## src/rtl/lfrx_pkg.sv

```systemverilog
package lfrx_pkg;

    localparam int unsigned REG_W    = 8;
    localparam int unsigned B_EN     = 7;
    localparam int unsigned B_SRST   = 6;
    localparam int unsigned B_CMODE  = 5;
    localparam int unsigned B_PAGE   = 4;
    localparam int unsigned B_ID_HI  = 3;
    localparam int unsigned B_ID_LO  = 2;
    localparam int unsigned B_SEN_HI = 1;
    localparam int unsigned B_SEN_LO = 0;

    typedef enum logic [2:0] {
        ST_STANDBY   = 3'd0,
        ST_WAIT_EDGE = 3'd1,
        ST_POWERUP   = 3'd2,
        ST_AUTOZERO  = 3'd3,
        ST_READY     = 3'd4,
        ST_OFF_HOLD  = 3'd5
    } seq_state_e;

    typedef struct packed {
        logic       en;
        logic       cmode;
        logic       page;
        logic [1:0] idsel;
        logic [1:0] sens;
    } ctrl_fields_t;

endpackage

```

## src/rtl/lfrx_ctrl_reg.sv

```systemverilog
module lfrx_ctrl_reg
    import lfrx_pkg::*;
(
    input  logic               clk,
    input  logic               rst_n,
    input  logic               wr_hit,
    input  logic [REG_W-1:0]   wdata,
    output ctrl_fields_t       fields,
    output logic               srst
);

    typedef struct packed {
        ctrl_fields_t f;
    } reg_st_t;

    reg_st_t st_d, st_q;

    assign srst   = wr_hit & wdata[B_SRST];
    assign fields = st_q.f;

    always_comb begin
        st_d = st_q;
        if (srst) begin
            st_d.f = '0;
        end else if (wr_hit) begin
            st_d.f.en   = wdata[B_EN];
            st_d.f.page = wdata[B_PAGE];
            if (!st_q.f.en) begin
                st_d.f.cmode = wdata[B_CMODE];
                st_d.f.idsel = wdata[B_ID_HI:B_ID_LO];
                st_d.f.sens  = wdata[B_SEN_HI:B_SEN_LO];
            end
        end
    end

    always_ff @(posedge clk or negedge rst_n) begin
        if (!rst_n) st_q <= '0;
        else        st_q <= st_d;
    end

    // configuration fields frozen while enabled
    p_cfg_locked_r7: assert property (@(posedge clk) disable iff (!rst_n)
        (st_q.f.en && !srst) |=> ($stable(st_q.f.cmode) && $stable(st_q.f.idsel)
                                  && $stable(st_q.f.sens)));

endmodule

```

## src/rtl/lfrx_evt_counter.sv

```systemverilog
module lfrx_evt_counter #(
    parameter int unsigned LIMIT = 64
) (
    input  logic clk,
    input  logic rst_n,
    input  logic clr,
    input  logic run,
    input  logic evt,
    output logic done
);

    localparam int unsigned W = (LIMIT > 1) ? $clog2(LIMIT) : 1;
    localparam logic [W-1:0] LAST = W'(LIMIT - 1);

    typedef struct packed {
        logic [W-1:0] cnt;
    } cnt_st_t;

    cnt_st_t st_d, st_q;

    assign done = run && evt && !clr && (st_q.cnt == LAST);

    always_comb begin
        st_d = st_q;
        if (clr || !run) begin
            st_d.cnt = '0;
        end else if (evt) begin
            st_d.cnt = (st_q.cnt == LAST) ? '0 : st_q.cnt + 1'b1;
        end
    end

    always_ff @(posedge clk or negedge rst_n) begin
        if (!rst_n) st_q <= '0;
        else        st_q <= st_d;
    end

    // each counted event advances the count by one
    p_cnt_step_r4: assert property (@(posedge clk) disable iff (!rst_n)
        (run && evt && !clr && st_q.cnt != LAST) |=> (st_q.cnt == $past(st_q.cnt) + 1'b1));

endmodule

```

## src/rtl/lfrx_seq.sv

```systemverilog
module lfrx_seq
    import lfrx_pkg::*;
(
    input  logic       clk,
    input  logic       rst_n,
    input  logic       srst,
    input  logic       en,
    input  logic       osc_rise,
    input  logic       az_done,
    input  logic       hold_done,
    output seq_state_e state
);

    typedef struct packed {
        seq_state_e s;
    } seq_st_t;

    seq_st_t st_d, st_q;

    assign state = st_q.s;

    always_comb begin
        st_d = st_q;
        if (srst) begin
            st_d.s = ST_STANDBY;
        end else begin
            unique case (st_q.s)
                ST_STANDBY:   if (en) st_d.s = ST_WAIT_EDGE;
                ST_WAIT_EDGE: begin
                    if (!en)          st_d.s = ST_OFF_HOLD;
                    else if (osc_rise) st_d.s = ST_POWERUP;
                end
                ST_POWERUP: begin
                    if (!en)          st_d.s = ST_OFF_HOLD;
                    else if (osc_rise) st_d.s = ST_AUTOZERO;
                end
                ST_AUTOZERO: begin
                    if (!en)         st_d.s = ST_OFF_HOLD;
                    else if (az_done) st_d.s = ST_READY;
                end
                ST_READY:     if (!en) st_d.s = ST_OFF_HOLD;
                ST_OFF_HOLD:  if (hold_done) st_d.s = ST_STANDBY;
                default:      st_d.s = ST_STANDBY;
            endcase
        end
    end

    always_ff @(posedge clk or negedge rst_n) begin
        if (!rst_n) st_q <= '{s: ST_STANDBY};
        else        st_q <= st_d;
    end

    // standby is left only on an enable request
    p_standby_wait_r2: assert property (@(posedge clk) disable iff (!rst_n)
        (st_q.s == ST_STANDBY && !en && !srst) |=> (st_q.s == ST_STANDBY));

    // an oscillator edge in power-up starts auto-zero
    p_powerup_exit_r3: assert property (@(posedge clk) disable iff (!rst_n)
        (st_q.s == ST_POWERUP && en && osc_rise && !srst) |=> (st_q.s == ST_AUTOZERO));

    // hold is kept until the off-time counter completes
    p_hold_keep_r5: assert property (@(posedge clk) disable iff (!rst_n)
        (st_q.s == ST_OFF_HOLD && !hold_done && !srst) |=> (st_q.s == ST_OFF_HOLD));

endmodule

```

## src/rtl/lfrx_enable_seq.sv

```systemverilog
module lfrx_enable_seq
    import lfrx_pkg::*;
#(
    parameter int unsigned ADDR_W    = 3,
    parameter int unsigned CTRL_ADDR = 0,
    parameter int unsigned AZ_US     = 64,
    parameter int unsigned HOLD_CYC  = 2
) (
    input  logic              clk,
    input  logic              rst_n,
    input  logic [ADDR_W-1:0] reg_addr,
    input  logic              reg_wr,
    input  logic [7:0]        reg_wdata,
    output logic [7:0]        reg_rdata,
    input  logic              osc_rise,
    input  logic              us_tick,
    output logic              afe_en,
    output logic              afe_autozero,
    output logic              afe_ready,
    output logic              carrier_mode,
    output logic              page_sel,
    output logic [1:0]        id_sel,
    output logic [1:0]        sens_sel,
    output logic [2:0]        seq_state
);

    localparam logic [ADDR_W-1:0] CTRL_A = ADDR_W'(CTRL_ADDR);

    logic         addr_hit;
    logic         wr_hit;
    logic         srst;
    ctrl_fields_t fields;
    seq_state_e   state;
    logic         az_done;
    logic         hold_done;

    assign addr_hit = (reg_addr == CTRL_A);
    assign wr_hit   = reg_wr && addr_hit;

    lfrx_ctrl_reg u_ctrl (
        .clk    (clk),
        .rst_n  (rst_n),
        .wr_hit (wr_hit),
        .wdata  (reg_wdata),
        .fields (fields),
        .srst   (srst)
    );

    lfrx_seq u_seq (
        .clk       (clk),
        .rst_n     (rst_n),
        .srst      (srst),
        .en        (fields.en),
        .osc_rise  (osc_rise),
        .az_done   (az_done),
        .hold_done (hold_done),
        .state     (state)
    );

    lfrx_evt_counter #(.LIMIT(AZ_US)) u_az_cnt (
        .clk   (clk),
        .rst_n (rst_n),
        .clr   (srst),
        .run   (state == ST_AUTOZERO),
        .evt   (us_tick),
        .done  (az_done)
    );

    lfrx_evt_counter #(.LIMIT(HOLD_CYC)) u_hold_cnt (
        .clk   (clk),
        .rst_n (rst_n),
        .clr   (srst),
        .run   (state == ST_OFF_HOLD),
        .evt   (osc_rise),
        .done  (hold_done)
    );

    always_comb begin
        reg_rdata = '0;
        if (addr_hit) begin
            reg_rdata[B_EN]              = fields.en;
            reg_rdata[B_CMODE]           = fields.cmode;
            reg_rdata[B_PAGE]            = fields.page;
            reg_rdata[B_ID_HI:B_ID_LO]   = fields.idsel;
            reg_rdata[B_SEN_HI:B_SEN_LO] = fields.sens;
        end
    end

    assign afe_en       = (state == ST_POWERUP) || (state == ST_AUTOZERO) || (state == ST_READY);
    assign afe_autozero = (state == ST_AUTOZERO);
    assign afe_ready    = (state == ST_READY);
    assign carrier_mode = fields.cmode;
    assign page_sel     = fields.page;
    assign id_sel       = fields.idsel;
    assign sens_sel     = fields.sens;
    assign seq_state    = state;

    // soft reset clears register and sequencer at one edge
    p_soft_reset_r6: assert property (@(posedge clk) disable iff (!rst_n)
        srst |=> (state == ST_STANDBY && fields == '0));

    // ready only follows auto-zero or ready
    p_ready_entry_r4: assert property (@(posedge clk) disable iff (!rst_n)
        $rose(afe_ready) |-> ($past(state) == ST_AUTOZERO));

endmodule

```

## config.mk

```make
export PLATFORM = sky130hd
export DESIGN_NAME = lfrx_enable_seq
export DESIGN_NICKNAME = d
export VERILOG_FILES = /design/src/rtl/lfrx_pkg.sv /design/src/rtl/lfrx_ctrl_reg.sv /design/src/rtl/lfrx_evt_counter.sv /design/src/rtl/lfrx_seq.sv /design/src/rtl/lfrx_enable_seq.sv
export SDC_FILE = /design/constraint.sdc
export NUM_CORES = 1
export LEC_CHECK = 0
export ABC_CLOCK_PERIOD_IN_PS = 3500
export BUFFER_PORTS_ARGS = -buffer_cell sky130_fd_sc_hd__buf_4
export CAP_MARGIN = 20
export CORE_UTILIZATION = 52
export DETAILED_ROUTE_END_ITERATION = 6
export PLACE_DENSITY_LB_ADDON = 0.12
export SYNTH_ARGS = -nofsm -noshare
export SYNTH_HDL_FRONTEND = slang
export SYNTH_SLANG_ARGS = --single-unit
```

## constraint.sdc

```tcl
create_clock -name clk -period 3.5 [get_ports clk]
set_input_delay 0.35 -clock clk [delete_from_list [all_inputs] [get_ports clk]]
set_output_delay 0.35 -clock clk [all_outputs]
set_load 0.05 [all_outputs]
```

* Word level (Yosys, flattened, before mapping)
Index checks and enable logic that the tools add are counted.
Storage, ports and cells: register bits 17, input bits 16, output and inout bits 20, logic and storage cells 68
Cells by class: add/subtract/negate cells 2, equality and inequality tests 13, muxes and demuxes 23, bitwise logic cells 1, reduce and logical (&&, ||, !) cells 21
Operator list (number):
- two-way mux 3 bit | 10
- two-way mux 6 bit | 4
- one-hot mux 3 bit (6 select lines) | 1
- two-way mux 7 bit | 2
- != test 4 x 3 -> 1 bit, second input constant | 3
- logical AND 1 bit | 7
- adder 6 x 1 -> 6 bit, second input constant | 1
- == test 3 x 2 -> 1 bit, second input constant | 2
- == test 3 bit, second input constant | 2
- == test 6 bit, second input constant | 1
- zero test 3 bit | 2
- != test 3 x 2 -> 1 bit, second input constant | 2
- AND reduction 6 bit | 1
- nonzero test 2 bit | 3
- two-way mux 1 bit | 5
- logical OR 1 bit | 4
- two-way mux 4 bit | 1
- == test 3 x 1 -> 1 bit, second input constant | 1
- zero test 1 bit | 3
- != test 3 bit, second input constant | 1
- != test 2 x 1 -> 1 bit, second input constant | 1
- AND reduction 2 bit | 1
- adder 1 bit, second input constant | 1
- bitwise AND 1 bit | 1

* Depth between registers and ports, before layout
Gate-level depths: netlist of the first run.
word-level depth 10, mapped depth 5, depth with buffers taken out 5

* Cells and area by module
From an unflattened synthesis of the first run, not the netlist that was laid out.
Unflattened totals: cell total of the unflattened synthesis 121, area total of the unflattened synthesis 1116.1 um^2
By module, submodules not included:
- lfrx_ctrl_reg | times used 1, cells an instance 34, area an instance 361.6 um^2, seq. area each 175.2 um^2
- lfrx_evt_counter at u_az_cnt | times used 1, cells an instance 36, area an instance 340.3 um^2, seq. area each 150.1 um^2
- lfrx_seq | times used 1, cells an instance 29, area an instance 252.7 um^2, seq. area each 75.1 um^2
- lfrx_enable_seq | times used 1, cells an instance 18, area an instance 103.8 um^2, seq. area each 0.0 um^2
- lfrx_evt_counter at u_hold_cnt | times used 1, cells an instance 4, area an instance 57.6 um^2, seq. area each 25.0 um^2

* Least setup slack after synthesis of the first run
OpenSTA, ideal clock, no wires.
path type flip-flop to flip-flop, from register u_seq.st_q, in the netlist u_seq.state[0], to register u_az_cnt.st_q[3] (netlist name), setup time 100 ps, arrival time 2013 ps, data required time 3400 ps, path slack 1387 ps, cell stages (with the launch flop) 5, path buffers 0, period minus slack after synthesis 2113 ps, path through dfrtp_1 nand2_1 nor2_1 o21ai_2 a311oi_1
Between the ends: cells in the longest elaborated chain, start to end 4, elaborated cells between the ends (all ways) 5, those cells by class eq/ne: 1; mux: 1; reduce/logical: 3
Ends and longest elaborated chain:
- from (decl) | line lfrx_seq.sv:18 | seq_st_t st_d, st_q;
- from (signal assigned) | line lfrx_seq.sv:49 | if (!rst_n) st_q <= '{s: ST_STANDBY};
- from (signal assigned) | line lfrx_seq.sv:50 | else st_q <= st_d;
- == test 3 x 2 -> 1 bit (*)
- net afe_autozero | line lfrx_enable_seq.sv:18 | output logic afe_autozero,
- zero test 1 bit (*) | line lfrx_evt_counter.sv:25 | if (clr || !run) begin
- logical OR 1 bit (*) | line lfrx_evt_counter.sv:25
- two-way mux 6 bit or nonzero test 2 bit (tied branches)
- to (signal assigned) | line lfrx_evt_counter.sv:34 | else st_q <= st_d;
- to (decl) | line lfrx_evt_counter.sv:19 | cnt_st_t st_d, st_q;
Mark *: on every way through the listed nets, which the timed path passes. The rest lies on a longest branch. A chain may end at the register's enable or synchronous reset.

* Final worst setup path of the first run
from register u_seq.st_q, in the netlist u_seq.state[2], to output port afe_en
Between the ends: cells in the longest elaborated chain, start to end 3, elaborated cells between the ends (all ways) 5, those cells by class eq/ne: 3; reduce/logical: 2
Ends and longest elaborated chain:
- == test 3 x 2 -> 1 bit | line lfrx_enable_seq.sv:89 | assign afe_en = (state == ST_POWERUP) || (state == ST_AUTOZERO) || (state == ST_READY);
- logical OR 1 bit | line lfrx_enable_seq.sv:89
- logical OR 1 bit (*) | line lfrx_enable_seq.sv:89
- to (decl) | line lfrx_enable_seq.sv:17 | output logic afe_en,
Every way passes the cells marked *; elsewhere a longest branch is shown, timed or not.

==> results.md, run 1 <==
- The run finished with clean final reports.
- The number of enable-type register cells in the synthesized netlist is 0.
- After filler insertion, the fill cell instance count of the layout stands at 148.
- The slowest stage of the critical path belongs to the cell sky130_fd_sc_hd__dfrtp_1.
- The core region is 1783 um^2.
- After global routing the overflow that remains totals 0.
- The most numerous cell in the Yosys netlist is sky130_fd_sc_hd__dfrtp_1.
- Ranked by instance count, the synthesized netlist is headed by 17 x sky130_fd_sc_hd__dfrtp_1, 15 x sky130_fd_sc_hd__nand2_1, 8 x sky130_fd_sc_hd__nor2_1, 7 x sky130_fd_sc_hd__and2_1.
- The accumulated negative setup slack is 0 ns.
- The die is 46.09 um wide.
- Dividing the final minimum period by the clock period gives 49.96%.
- The count of buffering cells on the critical path with inverters included is 1.
- 36 I/O pins were placed.
- Across the VDD grid, the largest voltage drop is 649.2 uV.
- Along the worst path, the maximum fanout reaches 9.
- The die area is 2124 um^2.
- A synthesized cell averages 9.448 um^2.
- The worst hold path belongs to the class in2reg.
- CTS saw 17 sinks.
- The placement row count is 15.
- Summed over all instances, the cell type with the most area after synthesis is sky130_fd_sc_hd__dfrtp_1.
- The first-pass GRT wire length is 3477 um.
- Buffers placed on the I/O ports in this run total 34.
- The final standard cell area without fillers is 1301 um^2.
- The signal on the critical path passes through mux2_2 > buf_4.
- The instance area after placement is 1265 um^2.
- No sink is reached through more buffers than the 2 on the longest clock path.
- The iteration count of the initial detailed-routing pass is 4.
- In the global route stage, overall resource usage came out at 23.62%.
- The worst setup path is launched from a register.
- The register bit total from synthesis is 17.
- In this run the number of H-tree levels came out at 1.
- Setup violations remaining at the end of the flow were counted as 0.
- The count of nets left with antenna violations once routing finished came out at 0.
- The final critical-path required period is 1.749 ns.
- The category of cells accounting for the largest share of critical-path delay is flip-flops.
- The most used flip-flop cell after synthesis is sky130_fd_sc_hd__dfrtp_1.
- The share of flip-flops with an asynchronous set or reset after synthesis is 100.0%.
- The number of global-route vias before repair is 796.
- The data required time at the worst endpoint is 3.15 ns.
- The worst pin sits at a relative slew slack of 62.71%.
- In this run the biggest area consumer among cell types represents 42.08% of the synthesized area.
- The number of failing hold endpoints at the final stage came to 0.
- The critical path is of the reg2out type.
- The overall via count from detail_route is 902.
- TritonCTS built the clock tree.
- The first-iteration detailed-routing DRC count is 27.
- The number of antenna violations at the first check in global routing is 0.
- The CTS clock-pin slew for the worst setup and hold paths is 0.10 ns.
- 0 antenna diodes ended up in the layout.
- At the later pin of the worst-skew pair, clock insertion delay measures 0.28 ns.
- The count of yosys warnings during synthesis is 0.
- Timing would allow up to 571.9 MHz.
- The TritonCTS buffer count is 3.
- The area used by multi-input combinational logic is 545.5 um^2.
- The critical path's largest stage delay is 0.53 ns.
- The wire-length estimate of the detail-placed layout is 1778 um.
- After synthesis, the cell types taking the most area are sky130_fd_sc_hd__dfrtp_1 42%, sky130_fd_sc_hd__nand2_1 5.6%, sky130_fd_sc_hd__and2_1 4.3%.
- At the pin with the least slew margin, the transition time is 0.5551 ns.
- The cell area that synthesis handed to floorplanning was 1011 um^2.
- The net total in the final layout is 159.
- The post-route netlist has 34.75% of its cells at a drive strength greater than 1.
- The total nets after synthesis is 124.
- Synthesis produced 107 cells.
- Dividing the detail-routed wire length by the instance count gives 13.83 um.
- In this run the power density over the cells is 684.7 nW/um^2.
- The number of distinct library cell variants in the gate-level netlist after synthesis is 39.
- The count of pins over their slew limit came to 0.
- The height of the chip is 46.09 um.
- The share of the yosys chip area belonging to registers is 42.08%.
- The final worst clock skew is 0.008291 ns.
- The static power due to leakage is 0.6133 nW.
- The sum of routed wire length over all layers is 2295 um.
- Across the run, the number of max-cap violations was 0.
- Using the TritonRoute via totals, the vias-per-cell ratio works out to 5.434.
- The post-CTS repair timing setup buffer count is 0.
- The placer congestion estimate is 0.7584.
- The sequential cell area in the final layout is 425.4 um^2.
- The initial utilization of the core area, before any placement, comes to 56.70%.
- The residual DRC count is 0.
- Setup repair after global routing left no endpoint under its margin.
- In this run the clock root is driven by a sky130_fd_sc_hd__clkbuf_4.
- From synthesis to final layout, the design area changed by 28.71%.
- STA classifies the critical path endpoint as a primary output.
- Entering global routing, the biggest net connects 18 pins.
- The critical path data arrival time is 1.40 ns.
[power by group]
group	internal [mW]	switching, mW	total [mW]
logic	0.157	0.315	0.472
clock network	0.0442	0.0577	0.102
registers	0.245	0.0720	0.317
total	0.446	0.445	0.891
[final timing paths]
check | to | start | slack, ns | depth (start not counted)
setup reg to reg | u_seq.state[0] | u_az_cnt.st_q[0] | 2.05 | 5
hold / removal | u_ctrl.fields[1] | reg_wdata[6] | 0.29 | 2
max in group asynchronous | u_az_cnt.st_q[0] | rst_n | 2.85 | 2
hold reg to reg | u_ctrl.fields[4] | u_ctrl.fields[4] | 0.54 | 2
min in group asynchronous | u_seq.state[2] | rst_n | 0.46 | 2
setup / recovery | afe_en | u_seq.state[2] | 1.75 | 2
[cells by family (layout without fill, tap and decap cells)]
| logic type | after synthesis | after routing | synth area share [%] |
|---|---|---|---|
| DFF | 17 | 17 | 42.08 |
| adders and majority gates | 1 | 1 | 1.237 |
| buffers and inverters | 7 | 41 | 3.961 |
| AOI/OAI and AO/OA | 25 | 25 | 17.33 |
| and+or+nand+nor | 51 | 51 | 30.32 |
| muxes | 2 | 2 | 2.104 |
| other | 1 | 1 | 0.3709 |
| xor gates and xnor gates | 3 | 3 | 2.599 |
[state kept, by name, indices dropped and copies added (netlist names)]
signal,cells
u_hold_cnt.st_q,1
u_az_cnt.st_q,6
u_seq.state,3
u_ctrl.fields,7
[metrics by stage]
step	instances	hold WS [ns]	power, mW	setup slack, ns	util (%)
after floorplan	107	0.05441	0.6491	1.387	-
after global placement	161	0.2263	0.7808	1.823	70.95
after detailed placement	161	0.2248	0.7904	1.764	70.95
after CTS	166	0.2761	0.8965	1.748	72.98
after global routing	166	0.2917	0.9398	1.666	72.98
final	166	0.2853	0.8909	1.751	72.98
[timing repair]
action / in CTS / in global routing
hold endpoints to repair: 17 / 0
hold buffers: 1 / 0
setup endpoints to repair: 0 / 0
resized for setup: 0 / 0
[cell usage in the layout, fill, tap and decap left out, drive strengths merged, types with 2 or more instances in the layout]
cell type	n
xor2	2
nand2b	3
a21oi	4
a22oi	5
nand2	15
nand3	3
nor3	4
o21ai	9
inv	2
nor2	10
dfrtp	17
and2	7
nand4	2
clkbuf	4
nor4	2
buf	34
[layer usage]
layer	up-vias	part of all wire, %	global-route usage (%)	wire, um
met3	4	3.4	3.922	79
met2	28	50	39.72	1140
met5	-	0	0	0
li1	448	-	-	-
met1	422	45	29.75	1044
met4	0	1.4	10.00	31
[final cells by class]
cell class	instances	area share (%)
Clock buffer	4	2.019
Timing Repair Buffer	35	20.38
Tap cell	25	2.404
Multi-Input combinational cell	83	41.92
Inverter	2	0.5769
Sequential cell	17	32.69
Power figures use the tool's default switching activity.
==> run 2, diff against run 1 <==
Settings changed: ABC_CLOCK_PERIOD_IN_PS 3500 to 1800, CORE_UTILIZATION 52 to 48.
Clock period 3.5 ns to 1.8 ns, I/O delays scaled along.
==> results.md, run 2 (synthesis results as in run 1) <==
- The accumulated negative setup slack is 0 ns (unchanged).
- The final period utilization is 89.89%.
- The residual DRC count is 0 (unchanged).
- The post-CTS repair timing setup buffer count is 0 (unchanged).
- The final worst clock skew is 0.008641 ns (+0.0003498 ns).
- The pin count of the biggest net entering global routing was 18 (unchanged).
- The die extent in x came to 47.90 um (+3.9%).
- The clock sink count is 17 (unchanged).
- Setup repair after global routing left no endpoint under its margin.
- The proportion of layout cells with a drive suffix above 1 came to 37.32% (+2.6 points).
- The final critical-path required period is 1.618 ns.
- The number of global-route vias before repair is 764 (-4.0%).
- Leaving out fill and tap cells, the most frequent cells in the layout are 35 x sky130_fd_sc_hd__buf_4, 17 x sky130_fd_sc_hd__dfrtp_1, 15 x sky130_fd_sc_hd__nand2_1.
- The hold-critical path endpoint is u_ctrl.fields[1].
- The die area was 2294 um^2 (+8.0%).
- The number of stages on the worst hold path was 2 (unchanged).
- The count of input and output buffers is 34 (unchanged).
- The worst supply voltage drop on vdd is 844.4 uV (+30%).
- The I/O pin count is 36 (unchanged).
- The number of flip-flops under the largest register name came to 7 (unchanged).
- The area added between synthesis and finish is 30.82%.
- The critical path goes through mux2_2 > buf_4.
- The data required time at the worst endpoint was 1.62 ns (-1.53 ns).
- The placeable core area was 1962 um^2 (+10%).
- The number of failing setup endpoints in the final timing report was 0 (unchanged).
- TritonCTS built the clock tree.
- The detailed-route vias per instance was 5.207 (-4.2%).
- The TritonCTS buffer count came to 3 (unchanged).
- The run finished with clean final reports.
- The buffer levels on the longest clock path was 2 (unchanged).
- The largest fanout on the critical path is 9 (unchanged).
- The deepest level of the CTS H-tree is 1 (unchanged).
- The initial core utilization is 51.53% (-5.2 points).
- The layout filler cell count is 178 (+20%).
- The count of buffering cells on the critical path with inverters included is 1 (unchanged).
- The CTS clock-pin slew for the worst setup and hold paths is 0.11 ns (about the same).
- The count of pins over their slew limit is 0 (unchanged).
- The most common cell after layout, fill and taps aside is sky130_fd_sc_hd__buf_4.
- The max-cap check violation count is 0 (unchanged).
- The sum of routed wire length over all layers came to 2027 um (-12%).
- The reg-to-reg setup timing slack was 0.36 ns (-1.69 ns).
- The iteration count of the initial detailed-routing pass is 4 (unchanged).
- The half-perimeter wire length of the detailed placement result is 1494 um (-16%).
- The overall routing resource usage is 19.46% (-4.2 points).
- The critical path data arrival time is 1.44 ns (+0.04 ns).
- The first-iteration detailed-routing DRC count was 13 (-52%).
- The number of failing hold endpoints at the final stage is 0 (unchanged).
- The worst flop-to-flop path endpoint is u_seq.state[0].
- The critical path's largest stage delay came to 0.57 ns (+0.04 ns).
- The antenna cell count is 0 (unchanged).
- The worst-case reg-to-reg path depth is 5 (unchanged).
- The number of gates on the worst path with buffers counted is 2 (unchanged).
- The overall via count from detail_route is 880 (-2.4%).
- The slew at the pin closest to its max-slew limit is 0.5863 ns (+0.03117 ns).
- The placer congestion estimate was 0.8466 (+12%).
- The clock latency of the later-clocked register in the worst-skew pair is 0.30 ns (+0.02 ns).
- The placement row count is 16 (+1).
- Derived from the worst setup path, the maximum achievable clock frequency is 618.0 MHz.
- The cell with the largest stage delay on the worst path is sky130_fd_sc_hd__dfrtp_1.
- The number of nets still failing antenna checks after routing came to 0 (unchanged).
- The net total in the final layout is 160 (+0.63%).
- The relative slew slack is 60.61% (-2.1 points).
- The number of antenna violations at the first check in global routing came to 0 (unchanged).
- The total congestion overflow after global routing is 0 (unchanged).
- The critical path class is reg2out.
- The final-layout worst hold slack is 0.09260 ns (-0.1927 ns).
- The startpoint type of the worst setup path is a register.
- The first-pass GRT wire length is 3118 um (-10%).
- The root buffer cell is sky130_fd_sc_hd__clkbuf_4.
- In this run the worst hold path is classified as in2reg.
- The startpoint of the lowest-slack register-to-register path is u_az_cnt.st_q[0].
- The startpoint identified for the worst hold timing path is reg_wdata[6].
- The static power due to leakage came to 0.6212 nW (+1.3%).
- The average routed wire per standard cell was 11.99 um (-13%).
- The post-route total power came to 1.747 mW (+96%).
- The power per unit of standard cell area is 1321 nW/um^2 (+93%).
- On the critical path the largest part of the delay comes from flip-flops.
- The height of the chip was 47.90 um (+3.9%).
- The sort of element at the end of the critical path is a primary output.
[run 2: changes by cell type in the layout (fill, tap and decap cells not counted), sizes merged]
| cell | before | now |
|---|---|---|
| buf | 34 | 35 |
| clkbuf | 4 | 3 |
| clkinv | 0 | 1 |
[run 2: how the worst max path moves through the flow]
| stage | slack (ns) | to | startpoint |
|---|---|---|---|
| after floorplan | 0.09 | u_az_cnt.st_q[3] | u_seq.state[0] |
| after global placement | 0.34 | u_az_cnt.st_q[4] | reg_addr[1] |
| after detailed placement | 0.32 | u_az_cnt.st_q[1] | reg_addr[1] |
| after CTS | 0.17 | afe_en | u_seq.state[2] |
| after global routing | 0.12 | afe_en | u_seq.state[2] |
| final | 0.18 | afe_en | u_seq.state[2] |
[run 2: worst register-to-register path, stage by stage, from the launching register on]
cell                      delay (ns)
sky130_fd_sc_hd__dfrtp_1        0.45
sky130_fd_sc_hd__ha_1           0.25
sky130_fd_sc_hd__nand4_1        0.11
sky130_fd_sc_hd__nor3_2         0.07
sky130_fd_sc_hd__or3_1          0.35
sky130_fd_sc_hd__a31oi_1        0.14
[run 2: what timing repair did]
action / 4_1_cts / 5_1_grt
hold endpoints to repair: 17 / 0
hold buffers: 1 / 0
resized for setup: 0 / 0
[run 2: stage by stage]
stage / instance area, um^2 / setup WS, ns / utilization [%] / instances
floorplan: 1021 / 0.09438 / - / 107
global placement: 1285 / 0.3387 / 65.50 / 164
detailed placement: 1285 / 0.3247 / 65.50 / 164
CTS: 1323 / 0.1667 / 67.41 / 169
global route: 1323 / 0.1240 / 67.41 / 169
finish: 1323 / 0.1819 / 67.41 / 169
[run 2: layout make-up]
class | instances | area [um^2] | share of cell area (%)
Multi-Input combinational cell | 83 | 555.5 | 42.01
Sequential cell | 17 | 425.4 | 32.17
Timing Repair Buffer | 36 | 272.8 | 20.62
Tap cell | 27 | 33.78 | 2.554
Clock buffer | 3 | 22.52 | 1.703
Inverter | 2 | 7.507 | 0.5676
Clock inverter | 1 | 5.005 | 0.3784
[run 2: routing by layer]
metal / routed length [um] / global-route usage (%) / vias up / part of all wire, %
li1: - / - / 452 / -
met1: 963 / 25.58 / 398 / 48
met2: 961 / 31.35 / 28 / 47
met3: 86 / 3.396 / 2 / 4.2
met4: 15 / 8.333 / 0 / 0.74
met5: 0 / 0 / - / 0
[run 2: power breakdown]
group | switching (mW) | leakage, nW | internal [mW]
registers | 0.129 | 0.218 | 0.476
logic | 0.616 | 0.386 | 0.312
clock network | 0.132 | 0.0177 | 0.0826
==> run 3, diff against run 2 <==
Settings changed: CORE_UTILIZATION 48 to 50, SYNTH_HIERARCHICAL set to 1.
==> results.md, run 3 <==
- The mean instance size in the synthesized netlist is 9.224 um^2 (-2.4%).
- The layout filler cell count is 147 (-17%).
- The clock sink count is 17 (unchanged).
- The power per unit of standard cell area is 1300 nW/um^2 (-1.6%).
- The I/O pin count is 36 (unchanged).
- The core utilization of the finished layout is 75.56% (+8.1 points).
- The netlist area before placement was 1116 um^2 (+10%).
- The number of nets still failing antenna checks after routing is 0 (unchanged).
- Setup repair after global routing could not meet its margin everywhere.
- The most numerous cell on the critical path is sky130_fd_sc_hd__mux2i_1.
- Traced cell by cell, the critical path runs through nand2b_4 > nor2_4 > nor2b_4 > and3_4 > mux2i_1 > a31oi_1 > o221ai_2 > mux2i_1.
- The area added between synthesis and finish is 36.88%.
- The TritonCTS buffer count is 3 (unchanged).
- The antenna cell count came to 0 (unchanged).
- The sort of element at the end of the critical path is a register.
- The library cells used most frequently in the layout, excluding fill and tap cells, are 45 x sky130_fd_sc_hd__buf_4, 13 x sky130_fd_sc_hd__dfrtp_1, 9 x sky130_fd_sc_hd__and2_1, 9 x sky130_fd_sc_hd__nand2b_1, 9 x sky130_fd_sc_hd__inv_1.
- The start point of the worst min-delay path is reg_wdata[7].
- The clock latency of the later-clocked register in the worst-skew pair is 0.29 ns (about the same).
- The critical path's largest stage delay is 0.49 ns (-0.08 ns).
- The number of failing setup endpoints in the final timing report was 0 (unchanged).
- The placeable core area is 2022 um^2 (+3.1%).
- The slew at the pin closest to its max-slew limit is 0.5249 ns (-0.06139 ns).
- The critical path class is reg2reg.
- The most common cell after layout, fill and taps aside is sky130_fd_sc_hd__buf_4.
- The height of the chip is 49.25 um (+2.8%).
- The root buffer cell chosen for the clock tree is sky130_fd_sc_hd__clkbuf_4.
- The half-perimeter wire length of the detailed placement result is 1855 um (+24%).
- The overall routing resource usage is 23.08% (+3.6 points).
- The count of mapped cells out of synthesis came to 121 (+13%).
- The register bit total from synthesis is 17 (unchanged).
- The worst-case reg-to-reg path depth came to 8 (+3).
- The pin count of the biggest net entering global routing came to 18 (unchanged).
- The max-cap check violation count came to 0 (unchanged).
- The iteration count of the initial detailed-routing pass is 4 (unchanged).
- The count of yosys warnings during synthesis is 6 (+6).
- The residual DRC count is 0 (unchanged).
- The final period utilization is 96.84% (+6.9 points).
- The flow ran to the end, and the final reports show no timing, DRC or antenna violations.
- The proportion of netlist area held by the largest area contributor is 38.12% (-4.0 points).
- The largest fanout on the critical path was 2 (-7).
- The overall via count from detail_route came to 1066 (+21%).
- Yosys attributes the largest share of cell area to sky130_fd_sc_hd__dfrtp_1 38%, sky130_fd_sc_hd__nand2b_1 5.6%, sky130_fd_sc_hd__and2_1 5.0%.
- After synthesis, the most frequently instantiated cells are 17 x sky130_fd_sc_hd__dfrtp_1, 10 x sky130_fd_sc_hd__nand2b_1, 9 x sky130_fd_sc_hd__and2_1, 9 x sky130_fd_sc_hd__inv_1, 8 x sky130_fd_sc_hd__nor2_1.
- The number of stages on the worst hold path is 2 (unchanged).
- The relative slew slack came to 65.01% (+4.4 points).
- The area used by multi-input combinational logic was 651.9 um^2 (+17%).
- The initial core utilization is 55.20% (+3.7 points).
- The placement row count came to 16 (unchanged).
- The first-pass GRT wire length was 4347 um (+39%).
- The proportion of layout cells with a drive suffix above 1 is 40.36% (+3.0 points).
- The placer congestion estimate is 0.8475 (+0.11%).
- The number of distinct library cell variants in the gate-level netlist after synthesis is 39 (unchanged).
- The sum of routed wire length over all layers is 2528 um (+25%).
- The number of global-route vias before repair is 1007 (+32%).
- For this run, the leading register cell type out of synthesis is sky130_fd_sc_hd__dfrtp_1.
- The final standard cell area without fillers is 1528 um^2 (+16%).
- The path type of the worst min-delay path is in2reg.
- The count of pins over their slew limit came to 0 (unchanged).
- Among all stages on the critical path, the largest delay is contributed by sky130_fd_sc_hd__dfrtp_4.
- The dominant cell type by area after synthesis is sky130_fd_sc_hd__dfrtp_1.
- The share of flip-flops with an asynchronous set or reset after synthesis is 100.0% (unchanged).
- The data required time at the worst endpoint is 1.98 ns (+0.36 ns).
- The total congestion overflow after global routing is 0 (unchanged).
- In this run the critical register-to-register path is launched from u_seq/state[2].
- The critical path data arrival time was 1.92 ns (+0.48 ns).
- The count of input and output buffers is 34 (unchanged).
- The number of enable-type register cells in the synthesized netlist was 0 (unchanged).
- The die extent in x is 49.25 um (+2.8%).
- The worst supply voltage drop on vdd is 1223 uV (+45%).
- The deepest level of the CTS H-tree is 1 (unchanged).
- The post-route total power was 1.986 mW (+14%).
- The sequential cell area in the final layout is 432.9 um^2 (+1.8%).
- The number of failing hold endpoints at the final stage is 0 (unchanged).
- The instance area after placement came to 1460 um^2 (+14%).
- The net total in the final layout is 184 (+15%).
- The buffer levels on the longest clock path is 2 (unchanged).
- The number of antenna violations at the first check in global routing is 0 (unchanged).
- The final critical-path required period came to 1.743 ns (+0.1250 ns).
- The static power due to leakage was 0.6948 nW (+12%).
- The CTS clock-pin slew for the worst setup and hold paths is 0.10 ns (about the same).
- The final-layout worst hold slack was 0.08752 ns (-0.005083 ns).
- The number of flip-flops under the largest register name was 7 (unchanged).
- The total nets after synthesis is 138 (+11%).
- The critical path startpoint is u_seq/state[2].
- The detailed-route vias per instance is 5.523 (+6.1%).
- TritonCTS built the clock tree.
- The share of the yosys chip area belonging to registers is 38.12% (-4.0 points).
- The first-iteration detailed-routing DRC count is 17 (+4).
- The final worst clock skew is 0.004065 ns (-0.004576 ns).
- STA classifies the critical path startpoint as a register.
- The average routed wire per standard cell is 13.10 um (+9.2%).
- The die area is 2425 um^2 (+5.7%).
- By instance count, the leading cell after synthesis is sky130_fd_sc_hd__dfrtp_1.
- The fmax is 573.7 MHz (-7.2%).
## run 3: cell families (layout without fill, tap and decap cells)
kind of cell | Yosys count | count (layout) | share of synthesized area, %
AO/OA/AOI/OAI | 26 | 26 | 16.59
flip-flops | 17 | 17 | 38.12
XOR/XNOR | 3 | 3 | 2.355
adder cells (fa/ha/maj) | 1 | 1 | 1.121
AND/OR/NAND/NOR | 56 | 56 | 32.06
buffers and inverters | 14 | 59 | 6.726
multiplexers | 3 | 3 | 2.691
other | 1 | 1 | 0.3360
## run 3: worst paths after layout
path                               endpoint  slack [ns]
min                        u_ctrl/fields[6]        0.09
min reg2reg                u_ctrl/fields[5]        0.56
max reg2reg                  u_seq/state[0]        0.06
max in group asynchronous    u_seq/state[2]        1.32
min in group asynchronous  u_az_cnt/st_q[3]        0.27
max                          u_seq/state[0]        0.06
## run 3: metrics by stage
step | std cells | TNS, ns | setup WS (ns)
floorplan | 121 | -0.7562 | -0.2803
global placement | 186 | -0.02096 | -0.02096
detailed placement | 186 | -0.05344 | -0.05210
CTS | 191 | 0 | 0.03230
global route | 193 | -0.06544 | -0.04955
finish | 193 | 0 | 0.05693
## run 3: metal layers
layer  up-vias  wire, um  global-route usage (%)  share of wire, %
met5         -         0                       0                 0
met4         0        44                   8.333               1.7
met3         7       121                   3.427               4.8
met2        36      1308                   40.87                52
met1       505      1053                   28.01                42
li1        518         -                       -                 -
## run 3: layout make-up
| class | instances | area share (%) |
|---|---|---|
| flip-flops and latches | 17 | 28.34 |
| well taps | 27 | 2.211 |
| inverters | 9 | 2.211 |
| multi-input cells | 90 | 42.67 |
| clock inverters | 1 | 0.3276 |
| clock buffers | 3 | 1.474 |
| repair buffers | 46 | 22.77 |
## run 3: what timing repair did
| action | CTS | global route |
|---|---|---|
| resized for setup | 0 | 4 |
| hold endpoints to repair | 17 | 0 |
| setup endpoints to repair | 0 | 2 |
| hold buffers | 1 | 0 |
| setup buffers | 0 | 2 |
## run 3: worst max-delay path, delay by kind of cell (launching register included)
kind	cells	cell delay, ns
and+or+nand+nor	4	0.57
DFF	1	0.49
AOI/OAI and AO/OA	2	0.38
muxes	2	0.20
## run 3: power breakdown
part | switching [mW] | internal [mW] | total (mW)
Sequential | 0.0958 | 0.491 | 0.586
Clock | 0.124 | 0.0828 | 0.206
Combinational | 0.769 | 0.424 | 1.19
Total | 0.988 | 0.998 | 1.99
